==> config.mk <==
export PLATFORM = sky130hd
export DESIGN_NAME = cb_sock_evt
export DESIGN_NICKNAME = d
export VERILOG_FILES = /design/src/rtl/cb_sock_evt.sv
export SDC_FILE = /design/constraint.sdc
export NUM_CORES = 1
export LEC_CHECK = 0
export BUFFER_PORTS_ARGS = -buffer_cell sky130_fd_sc_hd__buf_2
export CAP_MARGIN = 20
export CELL_PAD_IN_SITES_DETAIL_PLACEMENT = 0
export CELL_PAD_IN_SITES_GLOBAL_PLACEMENT = 1
export CORE_ASPECT_RATIO = 0.5
export CORE_MARGIN = 3
export CORE_UTILIZATION = 27
export CTS_CLUSTER_SIZE = 30
export DETAILED_ROUTE_END_ITERATION = 12
export PLACE_DENSITY = 0.93
export SETUP_SLACK_MARGIN = 0.5
export SYNTH_ARGS = -nofsm -noshare
export SYNTH_HDL_FRONTEND = slang
export SYNTH_SLANG_ARGS = --single-unit
==> constraint.sdc <==
create_clock -name clk -period 3.6 [get_ports clk]
set_input_delay 0.72 -clock clk [delete_from_list [all_inputs] [get_ports clk]]
set_output_delay 0.72 -clock clk [all_outputs]
set_load 0.005 [all_outputs]
==> src/rtl/cb_sock_evt.sv <==
module cb_sock_evt #(
  parameter int ADDR_W = 8,
  parameter int DATA_W = 32
) (
  input  logic              clk,
  input  logic              rst_n,
  input  logic              wr_en,
  input  logic [ADDR_W-1:0] addr,
  input  logic [DATA_W-1:0] wdata,
  input  logic              stschg,
  input  logic              ccd1,
  input  logic              ccd2,
  input  logic              pwrcyc,
  input  logic              card16,
  output logic [DATA_W-1:0] rdata,
  output logic              sock_irq
);
  localparam int NEV    = 4;
  localparam int WORD_W = ADDR_W - 2;
  localparam logic [WORD_W-1:0] W_EVT = WORD_W'(0);
  localparam logic [WORD_W-1:0] W_MSK = WORD_W'(1);
  localparam logic [WORD_W-1:0] W_PST = WORD_W'(2);
  localparam logic [WORD_W-1:0] W_FRC = WORD_W'(3);

  logic [WORD_W-1:0] word;
  logic [NEV-1:0]    live, samp_q, evt_q, msk_q, chg, hw_set, clr, frc;
  logic              armed_q;

  wire unused_bits = ^{addr[1:0], wdata[DATA_W-1:NEV]};

  assign word = addr[ADDR_W-1:2];
  assign live = {pwrcyc, ccd2, ccd1, stschg};
  assign chg  = armed_q ? (live ^ samp_q) : '0;

  assign hw_set[NEV-1:1] = chg[NEV-1:1];
  assign hw_set[0] = card16 ? chg[0] : (armed_q & live[0] & ~samp_q[0]);

  assign clr = (wr_en && word == W_EVT) ? wdata[NEV-1:0] : '0;
  assign frc = (wr_en && word == W_FRC) ? wdata[NEV-1:0] : '0;

  always_ff @(posedge clk or negedge rst_n) begin
    if (!rst_n) begin
      samp_q  <= '0;
      armed_q <= 1'b0;
      evt_q   <= '0;
      msk_q   <= '0;
    end else begin
      samp_q  <= live;
      armed_q <= 1'b1;
      evt_q   <= (evt_q & ~clr) | hw_set | frc;
      if (wr_en && word == W_MSK) msk_q <= wdata[NEV-1:0];
    end
  end

  always_comb begin
    rdata = '0;
    case (word)
      W_EVT:   rdata[NEV-1:0] = evt_q;
      W_MSK:   rdata[NEV-1:0] = msk_q;
      W_PST:   rdata[NEV:0]   = {card16, samp_q};
      default: rdata = '0;
    endcase
  end

  assign sock_irq = |(evt_q & msk_q);
endmodule

==> results.yml <==
outcome:
  status: "complete, no violations"
timing:
  post-route-period-util_pct: 67.5
  maxSlewViolCount: 0
  fin_crit_ps: 2430
  max_freq_mhz: 412
  finalClockSkew_ps: 6.90
  finalHoldViolCount: 0
  setup_viol: 0
  tns_ps: 0
  rsz0062_at_grt: "false"
layout:
  multi_input_area_um2: 478
  final_nets: 169
  fin_area_um2: 1020
  synthToLayoutAreaGrowth_pct: 10.1
  fillers: 329
  ff_latch_area_um2: 325
  final_layout_size_suffix_gt1_share_pct: 27.5
  num_antenna_cells: 0
setup_path:
  crit_slowest_cell: "nor2b_1"
  worst-path-buf-inv: 2
  crit_family: "simple AND/OR/NAND/NOR gates"
  cp_cell_sequence: "buf_2 -> nor2b_1 -> a2bb2oi_1 -> nor2_1 -> buf_2"
  required_ps: 2880
  max_stage_delay_ps: 390
  path_common_cell: "buf_2"
  crit_type: "in -> out"
  cp-start-kind: "input port"
  cp_data_arrival_time_ps: 1710
  cp_max_fo: 14
  crit_path_end_kind: "primary output"
synthesis:
  synth_flop_cell: "dfrtp_1"
  synth_edf_count: 0
  synthTopCellsByArea: "dfrtp_1 35%, buf_4 22%, mux2_2 4.9%, mux2i_1 4.3%, a22oi_1 4.0%"
  async_flop_share_pct: 100
  yosys-top-cells-count: "27 x buf_4, 13 x dfrtp_1, 6 x nand2_1, 5 x a22oi_1, 5 x nand4_1"
  synth_cells: 96
  ys_ff_latch: 13
  yosysMostFrequentCell: "buf_4"
  ys.warnings.count: 0
  ys_seq_area_share_pct: 35.1
  yosysTopAreaCellShare_pct: 35.1
  yosys.area.top_type: "dfrtp_1"
  synth_area_um2: 927
  synth_cell_types: 23
  avgSynthCellArea_um2: 9.66
drt:
  wl_per_cell_um: 11.7
  num_vias: 713
  drt-initial-drc-count: 69
  wl_mm: 1.88
  viasPerCell: 4.46
  ant_nets: 0
  drcViolationCount: 0
  dr.pass1.iters: 5
global_route:
  grt_pass1_vias: 597
  antenna_found_initial: 0
  grt_max_degree: 15
  grt_usage_pct: 8.55
  grt.overflow.total: 0
  grt_first_pass_wirelength_mm: 2.66
floorplanning:
  ios: 81
  rows: 14
  initial_utilization_pct: 29.6
  die_area_um2: 4220
  die_height_um: 47.4
  design.core.area_um2: 3140
  die_w_um: 88.9
clocking:
  clock_path_buffers: 2
  htree_levels: 1
  cts-root-buf: "clkbuf_8"
  clk_latency_ps: 250
  postCtsSetupBuffers: 0
  ctsHoldBuffers: 0
  cts_resized: 0
  cts_buffers: 3
  clk_pin_slew_ps: 60
  cts_tree: "done"
  cts_sinks: 13
job:
  maxCapViolations: 0
placement:
  portBuffers: 23
  place_area_um2: 976
  hpwl_mm: 1.45
  place_congestion: 0.783
min_path:
  hold_class: "in -> async"
power_and_ir_drop:
  vdd_ir_drop_max_uv: 100
  leakage_nw: 0.510
  cellPowerDensity_nw_per_um2: 348
worst register-to-register path, stage by stage (launching register included):
cell and delay [ps]:
dfrtp_1 390, and3b_1 190, o21ai_0 150, nand4_1 90
power by group:
part	switching [W]	internal [W]	leakage, nW
clock network	0.0000510	0.0000781	0.0228
logic	0.0000341	0.0000294	0.341
registers	0.00000742	0.000156	0.147
layer usage:
layer	part of all wire [%]	vias to the layer above	GRT usage, %
met5	0	-	0
met1	36	338	9.23
li1	-	335	-
met2	55	38	16.2
met3	7.9	2	2.58
met4	1.0	0	3.61
flip-flops by register name (all words and copies together) (netlist names):
register,count
armed_q,1
msk_q,4
samp_q,4
evt_q,4
cells by family after synthesis:
family / count (synthesis) / share of synthesized area, %
AO/OA/AOI/OAI: 14 / 11.6
XOR/XNOR: 3 / 2.83
buffers and inverters: 30 / 23.9
flip-flops: 13 / 35.1
multiplexers: 8 / 9.18
other: 2 / 0.810
AND/OR/NAND/NOR: 26 / 16.6
area by class of cell:
type	count	area share [%]
multi-input combinational	79	46.8
sequential	13	31.9
clock buffer	4	4.41
timing repair buffer	24	12.0
tap	40	4.90
cell usage in the layout (no fill, tap or decap), drive strengths merged:
master	count
nor2	4
mux2	4
and3b	1
and3	1
nand3	3
a22oi	5
conb	28
a2bb2oi	4
clkbuf	4
nor3b	1
dfrtp	13
or4	1
nor4	1
o21ai	1
mux2i	4
nand4	5
nor2b	2
o31ai	4
xor2	3
and2	1
nand2	6
buf	24
final timing paths:
kind | from | to | slack, ps | cells after the start
worst max-delay path | addr[3] | rdata[0] | 1170 | 5
worst min-delay path | rst_n | evt_q[2]$_DFF_PN0_ | 350 | 1
worst max register to register | samp_q[0]$_DFF_PN0_ | evt_q[0]$_DFF_PN0_ | 2650 | 3
worst min register to register | msk_q[3]$_DFFE_PN0P_ | msk_q[3]$_DFFE_PN0P_ | 540 | 1
max in group asynchronous | rst_n | armed_q$_DFF_PN0_ | 3010 | 1
min in group clk | msk_q[3]$_DFFE_PN0P_ | msk_q[3]$_DFFE_PN0P_ | 540 | 1
stage by stage:
step	setup WS [ps]	power, W	hold WS [ps]	instances	utilization [%]
3_5_place_dp	1170	0.000228	530	156	31.1
2_1_floorplan	1380	0.000224	424	122	-
4_1_cts	1180	0.000360	359	160	32.6
5_1_grt	1060	0.000379	370	160	32.6
6_report	1170	0.000355	351	160	32.6
3_3_place_gp	1150	0.000227	523	156	31.1
Power figures use the tool's default switching activity.
